<file path="src/rtl/dcf_pkg.sv">
package dcf_pkg;

  // Descriptor layout: word order is decoded by the engine hand-off.
  localparam int unsigned DESC_WORDS = 4;
  localparam int unsigned IDX_W      = $clog2(DESC_WORDS);
  localparam int unsigned WI_CTRL    = 0;
  localparam int unsigned WI_PADDR   = 1;
  localparam int unsigned WI_MADDR   = 2;
  localparam int unsigned WI_NEXT    = 3;
  localparam int unsigned PTR_LSBS   = 2;

  typedef enum logic [1:0] {
    ST_IDLE  = 2'd0,
    ST_FETCH = 2'd1,
    ST_XFER  = 2'd2
  } fetch_state_e;

endpackage

</file>
<file path="src/rtl/dcf_ptr_unit.sv">
module dcf_ptr_unit
  import dcf_pkg::*;
#(
  parameter int unsigned AW = 32
) (
  input  logic             clk,
  input  logic             rst_n,
  input  logic             ptr_wr,
  input  logic [AW-1:0]    ptr_wdata,
  input  logic             load_first,
  input  logic             load_next,
  input  logic [AW-1:0]    next_ptr,
  input  logic [IDX_W-1:0] word_idx,
  output logic [AW-1:0]    fetch_addr,
  output logic             next_is_null
);

  function automatic logic [AW-1:0] align_ptr(input logic [AW-1:0] p);
    return {p[AW-1:PTR_LSBS], {PTR_LSBS{1'b0}}};
  endfunction

  function automatic logic [AW-1:0] word_addr(input logic [AW-1:0] base,
                                              input logic [IDX_W-1:0] idx);
    return base + (AW'(idx) << PTR_LSBS);
  endfunction

  function automatic logic ptr_null(input logic [AW-1:0] p);
    return (p[AW-1:PTR_LSBS] == '0);
  endfunction

  logic [AW-1:0] sw_ptr_q;
  logic [AW-1:0] cur_base_q;

  always_ff @(posedge clk or negedge rst_n) begin
    if (!rst_n) begin
      sw_ptr_q <= '0;
    end else if (ptr_wr) begin
      sw_ptr_q <= ptr_wdata;
    end
  end

  always_ff @(posedge clk or negedge rst_n) begin
    if (!rst_n) begin
      cur_base_q <= '0;
    end else if (load_first) begin
      cur_base_q <= align_ptr(sw_ptr_q);
    end else if (load_next) begin
      cur_base_q <= align_ptr(next_ptr);
    end
  end

  assign fetch_addr   = word_addr(cur_base_q, word_idx);
  assign next_is_null = ptr_null(next_ptr);

endmodule

</file>
<file path="src/rtl/dcf_desc_regs.sv">
module dcf_desc_regs
  import dcf_pkg::*;
#(
  parameter int unsigned DW = 32
) (
  input  logic             clk,
  input  logic             rst_n,
  input  logic             cap_evt,
  input  logic [IDX_W-1:0] cap_idx,
  input  logic [DW-1:0]    cap_data,
  input  logic             launch_evt,
  output logic [DW-1:0]    out_word0,
  output logic [DW-1:0]    out_paddr,
  output logic [DW-1:0]    out_maddr,
  output logic [DW-1:0]    next_word
);

  logic [DESC_WORDS-1:0][DW-1:0] stage;

  // Staging words, one register per descriptor word.
  for (genvar g = 0; g < DESC_WORDS; g++) begin : g_stage
    logic [DW-1:0] word_q;
    always_ff @(posedge clk or negedge rst_n) begin
      if (!rst_n) begin
        word_q <= '0;
      end else if (cap_evt && (cap_idx == IDX_W'(g))) begin
        word_q <= cap_data;
      end
    end
    assign stage[g] = word_q;
  end

  // Engine-facing copy, refreshed only when a full descriptor is in.
  logic [DW-1:0] o_word0_q, o_paddr_q, o_maddr_q;

  always_ff @(posedge clk or negedge rst_n) begin
    if (!rst_n) begin
      o_word0_q <= '0;
      o_paddr_q <= '0;
      o_maddr_q <= '0;
    end else if (launch_evt) begin
      o_word0_q <= stage[WI_CTRL];
      o_paddr_q <= stage[WI_PADDR];
      o_maddr_q <= stage[WI_MADDR];
    end
  end

  assign out_word0 = o_word0_q;
  assign out_paddr = o_paddr_q;
  assign out_maddr = o_maddr_q;
  assign next_word = stage[WI_NEXT];

endmodule

</file>
<file path="src/rtl/dcf_ctrl.sv">
module dcf_ctrl
  import dcf_pkg::*;
(
  input  logic             clk,
  input  logic             rst_n,
  input  logic             chan_en,
  input  logic             arm_ok,
  input  logic             mem_ack,
  input  logic             eng_cnt_zero,
  input  logic             next_is_null,
  output fetch_state_e     state,
  output logic [IDX_W-1:0] word_idx,
  output logic             open_evt,
  output logic             cap_evt,
  output logic             launch_evt,
  output logic             follow_evt,
  output logic             end_evt,
  output logic             abort_evt,
  output logic             eng_start
);

  localparam logic [IDX_W-1:0] LAST_IDX = IDX_W'(DESC_WORDS - 1);

  fetch_state_e     state_q, state_d;
  logic             en_q;
  logic             xfer_done;
  logic [IDX_W-1:0] idx_q;
  logic             start_q;

  assign open_evt   = (state_q == ST_IDLE) && chan_en && !en_q && arm_ok;
  assign abort_evt  = (state_q != ST_IDLE) && !chan_en;
  assign cap_evt    = (state_q == ST_FETCH) && chan_en && mem_ack;
  assign launch_evt = cap_evt && (idx_q == LAST_IDX);
  assign xfer_done  = (state_q == ST_XFER) && chan_en && eng_cnt_zero;
  assign follow_evt = xfer_done && !next_is_null;
  assign end_evt    = xfer_done && next_is_null;

  always_comb begin
    state_d = state_q;
    if (abort_evt) begin
      state_d = ST_IDLE;
    end else if (open_evt || follow_evt) begin
      state_d = ST_FETCH;
    end else if (launch_evt) begin
      state_d = ST_XFER;
    end else if (end_evt) begin
      state_d = ST_IDLE;
    end
  end

  always_ff @(posedge clk or negedge rst_n) begin
    if (!rst_n) begin
      state_q <= ST_IDLE;
      en_q    <= 1'b0;
      idx_q   <= '0;
      start_q <= 1'b0;
    end else begin
      state_q <= state_d;
      en_q    <= chan_en;
      start_q <= launch_evt;
      if (open_evt || follow_evt) begin
        idx_q <= '0;
      end else if (cap_evt && !launch_evt) begin
        idx_q <= idx_q + 1'b1;
      end
    end
  end

  assign state     = state_q;
  assign word_idx  = idx_q;
  assign eng_start = start_q;

endmodule

</file>
<file path="src/rtl/dcf_done_flag.sv">
module dcf_done_flag (
  input  logic clk,
  input  logic rst_n,
  input  logic set_evt,
  input  logic clr_strobe,
  output logic flag
);

  logic flag_q;

  // Set has priority over a coincident clear.
  always_ff @(posedge clk or negedge rst_n) begin
    if (!rst_n) begin
      flag_q <= 1'b0;
    end else if (set_evt) begin
      flag_q <= 1'b1;
    end else if (clr_strobe) begin
      flag_q <= 1'b0;
    end
  end

  assign flag = flag_q;

endmodule

</file>
<file path="src/rtl/desc_chain_fetch.sv">
module desc_chain_fetch
  import dcf_pkg::*;
#(
  parameter int unsigned AW    = 32,
  parameter int unsigned DW    = 32,
  parameter int unsigned CNT_W = 16
) (
  input  logic               clk,
  input  logic               rst_n,
  input  logic               link_en,
  input  logic               chan_en,
  input  logic [CNT_W-1:0]   chan_cnt,
  input  logic               ptr_wr,
  input  logic [AW-1:0]      ptr_wdata,
  input  logic               done_clr,
  output logic               mem_req,
  output logic [AW-1:0]      mem_addr,
  input  logic               mem_ack,
  input  logic [DW-1:0]      mem_rdata,
  output logic               eng_start,
  output logic [DW-CNT_W-1:0] eng_ctrl,
  output logic [CNT_W-1:0]   eng_cnt,
  output logic [DW-1:0]      eng_paddr,
  output logic [DW-1:0]      eng_maddr,
  input  logic               eng_cnt_zero,
  output logic               done_irq
);

  localparam int unsigned CTRL_W = DW - CNT_W;

  // Named internal events, also observed by the bound checker.
  fetch_state_e     state;
  logic [IDX_W-1:0] word_idx;
  logic             open_evt, cap_evt, launch_evt, follow_evt, end_evt, abort_evt;
  logic             arm_ok;
  logic             next_is_null;
  logic [DW-1:0]    out_word0;
  logic [DW-1:0]    next_word;
  logic [AW-1:0]    fetch_addr;

  assign arm_ok = link_en && (chan_cnt == '0);

  dcf_ctrl u_ctrl (
    .clk          (clk),
    .rst_n        (rst_n),
    .chan_en      (chan_en),
    .arm_ok       (arm_ok),
    .mem_ack      (mem_ack),
    .eng_cnt_zero (eng_cnt_zero),
    .next_is_null (next_is_null),
    .state        (state),
    .word_idx     (word_idx),
    .open_evt     (open_evt),
    .cap_evt      (cap_evt),
    .launch_evt   (launch_evt),
    .follow_evt   (follow_evt),
    .end_evt      (end_evt),
    .abort_evt    (abort_evt),
    .eng_start    (eng_start)
  );

  dcf_ptr_unit #(.AW(AW)) u_ptr (
    .clk          (clk),
    .rst_n        (rst_n),
    .ptr_wr       (ptr_wr),
    .ptr_wdata    (ptr_wdata),
    .load_first   (open_evt),
    .load_next    (follow_evt),
    .next_ptr     (next_word[AW-1:0]),
    .word_idx     (word_idx),
    .fetch_addr   (fetch_addr),
    .next_is_null (next_is_null)
  );

  dcf_desc_regs #(.DW(DW)) u_desc (
    .clk        (clk),
    .rst_n      (rst_n),
    .cap_evt    (cap_evt),
    .cap_idx    (word_idx),
    .cap_data   (mem_rdata),
    .launch_evt (launch_evt),
    .out_word0  (out_word0),
    .out_paddr  (eng_paddr),
    .out_maddr  (eng_maddr),
    .next_word  (next_word)
  );

  dcf_done_flag u_done (
    .clk        (clk),
    .rst_n      (rst_n),
    .set_evt    (end_evt),
    .clr_strobe (done_clr),
    .flag       (done_irq)
  );

  assign mem_req  = (state == ST_FETCH);
  assign mem_addr = fetch_addr;
  assign eng_cnt  = out_word0[CNT_W-1:0];
  assign eng_ctrl = out_word0[CNT_W +: CTRL_W];

endmodule

</file>
<file path="config.mk">
export PLATFORM = sky130hd
export DESIGN_NAME = desc_chain_fetch
export DESIGN_NICKNAME = d
export VERILOG_FILES = /design/src/rtl/dcf_pkg.sv /design/src/rtl/dcf_ptr_unit.sv /design/src/rtl/dcf_desc_regs.sv /design/src/rtl/dcf_ctrl.sv /design/src/rtl/dcf_done_flag.sv /design/src/rtl/desc_chain_fetch.sv
export SDC_FILE = /design/constraint.sdc
export NUM_CORES = 1
export LEC_CHECK = 0
export BUFFER_PORTS_ARGS = -buffer_cell sky130_fd_sc_hd__buf_2
export CORE_MARGIN = 1.5
export CORE_UTILIZATION = 60
export CTS_CLUSTER_DIAMETER = 60
export DETAILED_ROUTE_END_ITERATION = 10
export PLACE_DENSITY = 0.91
export SETUP_SLACK_MARGIN = 0.15
export SKIP_CTS_REPAIR_TIMING = 1
export SLEW_MARGIN = 5
export SYNTH_ARGS = -nofsm -noshare
export SYNTH_HDL_FRONTEND = slang
export SYNTH_HIERARCHICAL = 1
export SYNTH_SLANG_ARGS = --single-unit
</file>
<file path="constraint.sdc">
create_clock -name clk -period 3.1 [get_ports clk]
set_clock_uncertainty 0.2 [all_clocks]
set_input_delay 0.155 -clock clk [delete_from_list [all_inputs] [get_ports clk]]
set_output_delay 0.155 -clock clk [all_outputs]
set_load 0.03 [all_outputs]
</file>
==> out/qor.csv, run 1 <==
metric;value;unit
clock_sinks;289;
first_global_vias;7882;
tightest_slew;1160;ps
fmax;345;MHz
netlist_instances;798;
fin_ws;203;ps
syn-cell-area;0.0117;sq mm
ant_nets;0;
slew_headroom;22.7;%
insertion_delay;530;ps
drv_slew;0;
cts_buffer_depth;3;
detail_route.iter0.violations;385;
p_per_area;521;mW/mm^2
fillers;1022;
tritoncts;yes;
cap_violations;0;
fin_crit;2900;ps
status;complete, no violations;
wl;28.8;mm
syn2layout_area_growth;25.8;%
core;0.0190;sq mm
dieArea;0.0204;sq mm
cp_data_arrival_time;2540;ps
ios;219;
clockRootBuffer;clkbuf_16;
routed_via_density;5.73;
num_vias;7800;
antenna_found_initial;1;
final_layout_size_suffix_gt1_share;48.6;%
hold_ws;2.88;ps
routabilityCongestion;0.825;
hold_viol;0;
place.detailed.hpwl;17.7;mm
worstHoldPathType;in2async;
worst-path-max-fanout;12;
ctsHtreeMaxLevel;1;
grt_pass1_wl;41.8;mm
clk_pin_slew_worst_paths;60;ps
ir_drop;0.503;mV
p_leak;7.68;nW
postSynthAreaPerCell;14.7;sq um
firstDrtPassIters;5;
grt_max_degree;78;
die_h;143;um
track_usage;26.6;%
grt_overflow;0;
setup_violations;0;
fin_cells;1361;
timing.final.crit_share;93.4;%
die_w;143;um
crit_required;2740;ps
startpoint_type;register;
rsz0062_at_grt;yes;
place_ws;545;ps
endpoint_kind;output pin;
io_buffers;214;
drc_errors;0;
start_util;61.9;%
critPathKind;reg2out;
rows;50;
fin_nets;1174;
yosysWarningCount;6;
cts_buffers;28;
wire_per_inst;21.1;um
dp_cells;1243;
## critical path: stages (launching register included)
cell     delay [ps]
dfrtp_2         460
ha_1            270
fa_1            440
and3_4          260
and4_1          250
xor2_2          150
buf_4           170
## layout make-up
class | instances | area [sq um] | area share, %
Antenna cell | 1 | 2.50 | 0.0169
Clock buffer | 37 | 786 | 5.32
Clock inverter | 11 | 180 | 1.22
Inverter | 4 | 17.5 | 0.119
Multi-Input combinational cell | 464 | 4320 | 29.2
Sequential cell | 289 | 7230 | 49.0
Tap cell | 260 | 325 | 2.20
Timing Repair Buffer | 295 | 1910 | 12.9
## sequential cells by signal (all words and copies together), names as in the netlist
register and cells:
u_desc/g_stage.word_q 96, u_desc/out_maddr 32, u_desc/out_paddr 32, u_desc/out_word0 32
u_desc/next_word 30, u_ptr/cur_base_q 30, u_ptr/sw_ptr_q 30, u_ctrl/state 2
u_ctrl/word_idx 2, u_ctrl/en_q 1, u_ctrl/eng_start 1, u_done/flag 1
## cell usage in the layout, fill, tap and decap left out, drive strengths merged, types with 2 or more instances in the layout
cell type    count
conb             2
and3b            2
and4             6
mux2i           30
ha               3
nor4b            2
nand3b           3
and3             6
xnor2           24
nor4            10
nand2           37
bufinv           5
nor2             8
nor2b            2
clkinv           6
nand4           13
clkbuf          37
dfrtp          289
nand4b           4
inv              4
nand3           10
buf            227
xor2             4
o21ai           33
a21oi            3
dlygate4sd3     68
mux2           252
## final timing paths
check / from / endpoint / cells after the start / slack (ps)
min in group clk: eng_cnt_zero / u_done/flag / 4 / 20
setup reg to reg: u_desc/next_word[29] / u_ptr/cur_base_q[21] / 6 / 510
hold / removal: rst_n / u_desc/out_paddr[27] / 2 / 3
max in group asynchronous: rst_n / u_desc/out_word0[13] / 3 / 1840
hold reg to reg: u_ptr/sw_ptr_q[2] / u_ptr/cur_base_q[2] / 2 / 280
setup / recovery: u_ctrl/word_idx[0] / mem_addr[14] / 6 / 200
## through the flow
stage                     total power [mW]  utilization (%)  setup TNS (ps)  area, sq um
final                                 7.70             77.9               0        14800
after global placement                4.12             69.1               0        13100
after floorplan                       3.95                -               0        11700
after detailed placement              4.13             69.1               0        13100
after global routing                  7.93             77.9               0        14800
after CTS                             7.68             74.2           -25.3        14100
## layer usage
layer  track usage, %  vias up  routed length [um]
met2             46.5      318               14900
met1             33.1     4000               11200
li1                 -     3403                   -
met5                0        -                   0
met4             8.74        0                 906
met3             5.67       79                1780
## power by group
group	switching, mW	internal, mW	leakage (nW)
Sequential	0.0248	3.81	3.97
Combinational	0.156	0.140	3.23
Clock	1.39	2.18	0.479
Power figures use the tool's default switching activity.
==> inputs of run 2 (changes only) <==
Settings changed: BUFFER_PORTS_ARGS -buffer_cell sky130_fd_sc_hd__buf_2 to -buffer_cell sky130_fd_sc_hd__buf_4, PLACE_DENSITY 0.91 to 0.85.
==> out/qor.csv, run 2 (same netlist as run 1, synthesis figures left out) <==
metric;value;unit
hold_viol;0;
fin_cells;1400;
postLayoutCellArea;0.0157;sq mm
fin_crit;3020;ps
largest_reg_flops;96;
start_util;61.9;%
switching_share;20.7;%
tritoncts;yes;
first_global_vias;7664;
final_layout_size_suffix_gt1_share;47.7;%
rows;50;
track_usage;26.1;%
setup_violations;0;
dp_cells;1245;
hold_depth;4;
dieArea;0.0204;sq mm
cap_violations;0;
num_vias;7898;
drc_errors;0;
timing.final.crit_share;97.5;%
ant_nets;0;
worstHoldPathType;in2reg;
grt_max_degree;88;
insertion_delay;540;ps
p_comb_share;5.1;%
power_frac_clock;45.4;%
firstDrtPassIters;5;
clk_pin_slew_worst_paths;60;ps
hold_ws;3.15;ps
fin_ws;77.3;ps
p_leak;7.90;nW
fillers;984;
detail_route.iter0.violations;430;
p_seq_share;49.6;%
wl;29.3;mm
cts_buffer_depth;3;
internal_power;6.14;mW
clockRootBuffer;clkbuf_16;
die_h;143;um
fmax;331;MHz
critPathKind;reg2out;
rr_worst_depth;7;
fin_nets;1210;
cp_data_arrival_time;2670;ps
status;complete, no violations;
syn2layout_area_growth;33.4;%
antenna_found_initial;1;
startpoint_type;register;
routed_via_density;5.64;
regMostFlops;u_desc/g_stage.word_q;
layout_common_cells;287 x dfrtp_1, 250 x mux2_2, 225 x buf_4, 97 x dlygate4sd3_1, 37 x nand2_1;
grt_pass1_wl;41.3;mm
crit_required;2740;ps
ir_drop;0.470;mV
place_ws;618;ps
drv_slew;0;
place.detailed.hpwl;17.4;mm
io_buffers;214;
ios;219;
ctsHtreeMaxLevel;1;
tightest_slew;839;ps
slew_headroom;44.0;%
core;0.0190;sq mm
wire_per_inst;20.9;um
clock_sinks;289;
p_switching;1.60;mW
die_w;143;um
placed_area;0.0137;sq mm
p_per_area;494;mW/mm^2
rsz0062_at_grt;yes;
routabilityCongestion;0.820;
cts_buffers;30;
mostFrequentLayoutCell;dfrtp_1;
worst-path-max-fanout;14;
endpoint_kind;output pin;
grt_overflow;0;
run 2: cell types whose count changed in the layout (fill, tap and decap cells not counted), sizes merged:
| cell | previous run | this run |
|---|---|---|
| clkbuf | 37 | 43 |
| dlygate4sd3 | 68 | 97 |
| clkinv | 6 | 8 |
| bufinv | 5 | 2 |
| buf | 227 | 232 |
run 2: area by class of cell:
| cell class | count | area (sq um) | share of cell area [%] |
|---|---|---|---|
| Sequential cell | 289 | 7230 | 46.2 |
| Tap cell | 260 | 325 | 2.08 |
| Antenna cell | 1 | 2.50 | 0.0160 |
| Inverter | 4 | 17.5 | 0.112 |
| Clock buffer | 43 | 871 | 5.56 |
| Timing Repair Buffer | 329 | 2800 | 17.9 |
| Multi-Input combinational cell | 464 | 4310 | 27.5 |
| Clock inverter | 10 | 100 | 0.639 |
run 2: per-layer routing:
layer	wire length, um	global-route usage (%)	vias to the layer above
met5	0	0	-
met4	935	7.33	0
met3	1460	5.90	71
met2	15300	45.9	269
met1	11600	32.4	4066
li1	-	-	3492
run 2: through the flow:
stage / utilization (%) / power (mW) / TNS, ps
after floorplan: - / 3.95 / 0
after global placement: 72.1 / 4.15 / 0
after detailed placement: 72.1 / 4.16 / 0
after CTS: 77.2 / 7.66 / 0
after global routing: 82.6 / 8.00 / -13.9
final: 82.6 / 7.74 / 0
run 2: worst paths after layout:
kind | startpoint | to | slack [ps]
max | u_ptr/cur_base_q[8] | mem_addr[31] | 80
min | eng_cnt_zero | u_done/flag | 3
max reg2reg | u_desc/next_word[30] | u_ptr/cur_base_q[9] | 470
min reg2reg | u_desc/g_stage[0].word_q[27] | u_desc/g_stage[0].word_q[27] | 290
max in group asynchronous | rst_n | u_desc/g_stage[0].word_q[29] | 2190
min in group asynchronous | rst_n | u_ptr/cur_base_q[28] | 60
run 2: worst max-delay path, stage by stage (launching register included):
cell and delay [ps]:
dfrtp_1 460, and4_4 280, and4_1 560, nand4_1 290, xnor2_1 320, buf_4 220
run 2: power by group through the flow:
stage / Combinational (mW) / Clock (mW) / Sequential [mW]
CTS: 0.257 / 3.56 / 3.84
global placement: 0.251 / 0 / 3.90
global route: 0.424 / 3.74 / 3.84
finish: 0.391 / 3.51 / 3.84
floorplan: 0.0562 / 0 / 3.90
detailed placement: 0.255 / 0 / 3.90
==> inputs of run 3 (changes only) <==
Settings changed: SETUP_SLACK_MARGIN 0.15 to 0.5.
==> out/qor.csv, run 3 (same netlist as run 1, synthesis figures left out) <==
metric;value;unit
status;complete, no violations;
antenna_found_initial;0;
p_per_area;488;mW/mm^2
hold_depth;2;
num_vias;7922;
insertion_delay;530;ps
wl;29.5;mm
drv_slew;0;
rows;50;
fin_nets;1216;
final_layout_size_suffix_gt1_share;49.6;%
core;0.0190;sq mm
setup_violations;0;
clk_pin_slew_worst_paths;60;ps
die_h;143;um
largest_reg_flops;96;
grt_max_degree;88;
ant_nets;0;
startpoint_type;register;
place.detailed.hpwl;17.4;mm
worstReg2RegStart;u_ctrl/state[1];
ir_drop;0.477;mV
critPathKind;reg2out;
routed_via_density;5.64;
dieArea;0.0204;sq mm
rsz0062_at_grt;yes;
firstDrtPassIters;5;
m1WireLength;11.5;mm
fin_setup_tns;0;ps
regMostFlops;u_desc/g_stage.word_q;
worstHoldPathType;in2reg;
fillers;936;
wire_per_inst;21.0;um
crit_top_cell;and4_4;
dr_wl_met2;15.6;mm
p_total;7.74;mW
cts_buffers;30;
ios;219;
met3_length;1.48;mm
worst-path-max-fanout;14;
syn2layout_area_growth;35.1;%
cp_data_arrival_time;2500;ps
start_util;61.9;%
grt_pass1_wl;41.3;mm
endpoint_kind;output pin;
routabilityCongestion;0.820;
layout_common_cells;286 x dfrtp_1, 250 x mux2_2, 224 x buf_4, 97 x dlygate4sd3_1, 36 x nand2_1;
slowest_delay;480;ps
io_buffers;214;
clock_sinks;289;
hold_end;u_ptr/sw_ptr_q[20];
hold_viol;0;
worstPathCellList;and4_4, and4_4, nand4_1, xnor2_1, buf_4;
cap_violations;0;
clockRootBuffer;clkbuf_16;
grt_overflow;0;
crit_required;2740;ps
first_global_vias;7664;
tightest_slew;552;ps
rr_worst_depth;6;
timing.final.crit_share;92.1;%
tritoncts;yes;
critical-path-slowest-cell;dfrtp_1;
slew_headroom;63.2;%
mostFrequentLayoutCell;dfrtp_1;
r2r_slack;580;ps
diodes;0;
ctsHtreeMaxLevel;1;
p_leak;7.99;nW
fmax;350;MHz
highest_layer;met4;
die_w;143;um
track_usage;26.1;%
r2r-end;u_desc/out_word0[16];
hold_start;ptr_wr;
detail_route.iter0.violations;482;
cts_buffer_depth;3;
drc_errors;0;
fin_crit;2850;ps
## run 3: cell types whose count changed in the layout (fill, tap and decap cells not counted), moves of 2 or more
cell,change
buf_6,+6
ha_1,-2
ha_4,+2
nand3_1,-3
nand3_2,+2
xnor2_1,-7
xnor2_2,+7
## run 3: how the worst max path moves through the flow
stage	start	endpoint	depth (start not counted)
after floorplan	u_ctrl/word_idx[0]	mem_addr[14]	5
after global placement	u_ctrl/word_idx[1]	mem_addr[31]	6
after detailed placement	u_ctrl/word_idx[1]	mem_addr[31]	6
after CTS	u_ctrl/word_idx[1]	mem_addr[31]	6
after global routing	u_ptr/cur_base_q[8]	mem_addr[31]	5
final	u_ptr/cur_base_q[8]	mem_addr[31]	5
## run 3: report_power, final
part / internal [mW] / leakage [nW] / switching, mW
Combinational: 0.220 / 3.54 / 0.173
Sequential: 3.81 / 3.96 / 0.0257
Clock: 2.10 / 0.486 / 1.40
Total: 6.14 / 7.99 / 1.60
## run 3: area by class of cell
| type | count | area (sq um) | area share [%] |
|---|---|---|---|
| clock buffers | 43 | 871 | 5.49 |
| clock inverters | 10 | 100 | 0.631 |
| inverters | 4 | 17.5 | 0.110 |
| multi-input cells | 464 | 4440 | 28.0 |
| flip-flops and latches | 289 | 7240 | 45.6 |
| well taps | 260 | 325 | 2.05 |
| repair buffers | 335 | 2880 | 18.1 |
## run 3: routing by layer
layer / vias up / GRT usage [%]
met3: 72 / 5.90
li1: 3498 / -
met2: 256 / 45.9
met1: 4096 / 32.4
met5: - / 0
met4: 0 / 7.33
## run 3: per-stage QoR
| stage | instance area, sq um | util (%) | hold WS [ps] | cells | worst slack, ps |
|---|---|---|---|---|---|
| 2_1_floorplan | 11700 | - | -341 | 799 | 801 |
| 3_3_place_gp | 13700 | 72.1 | -87.8 | 1245 | 636 |
| 3_5_place_dp | 13700 | 72.1 | -87.3 | 1245 | 618 |
| 4_1_cts | 14600 | 77.2 | -657 | 1298 | 28.6 |
| 5_1_grt | 15900 | 83.7 | 4.90 | 1405 | 229 |
| 6_report | 15900 | 83.7 | 8.96 | 1405 | 245 |
## run 3: worst max-delay path, delay by kind of cell, from the launching register on
kind,cells,cell delay [ps]
buffers and inverters,1,230
DFF,1,480
xor gates and xnor gates,1,370
and+or+nand+nor,3,880
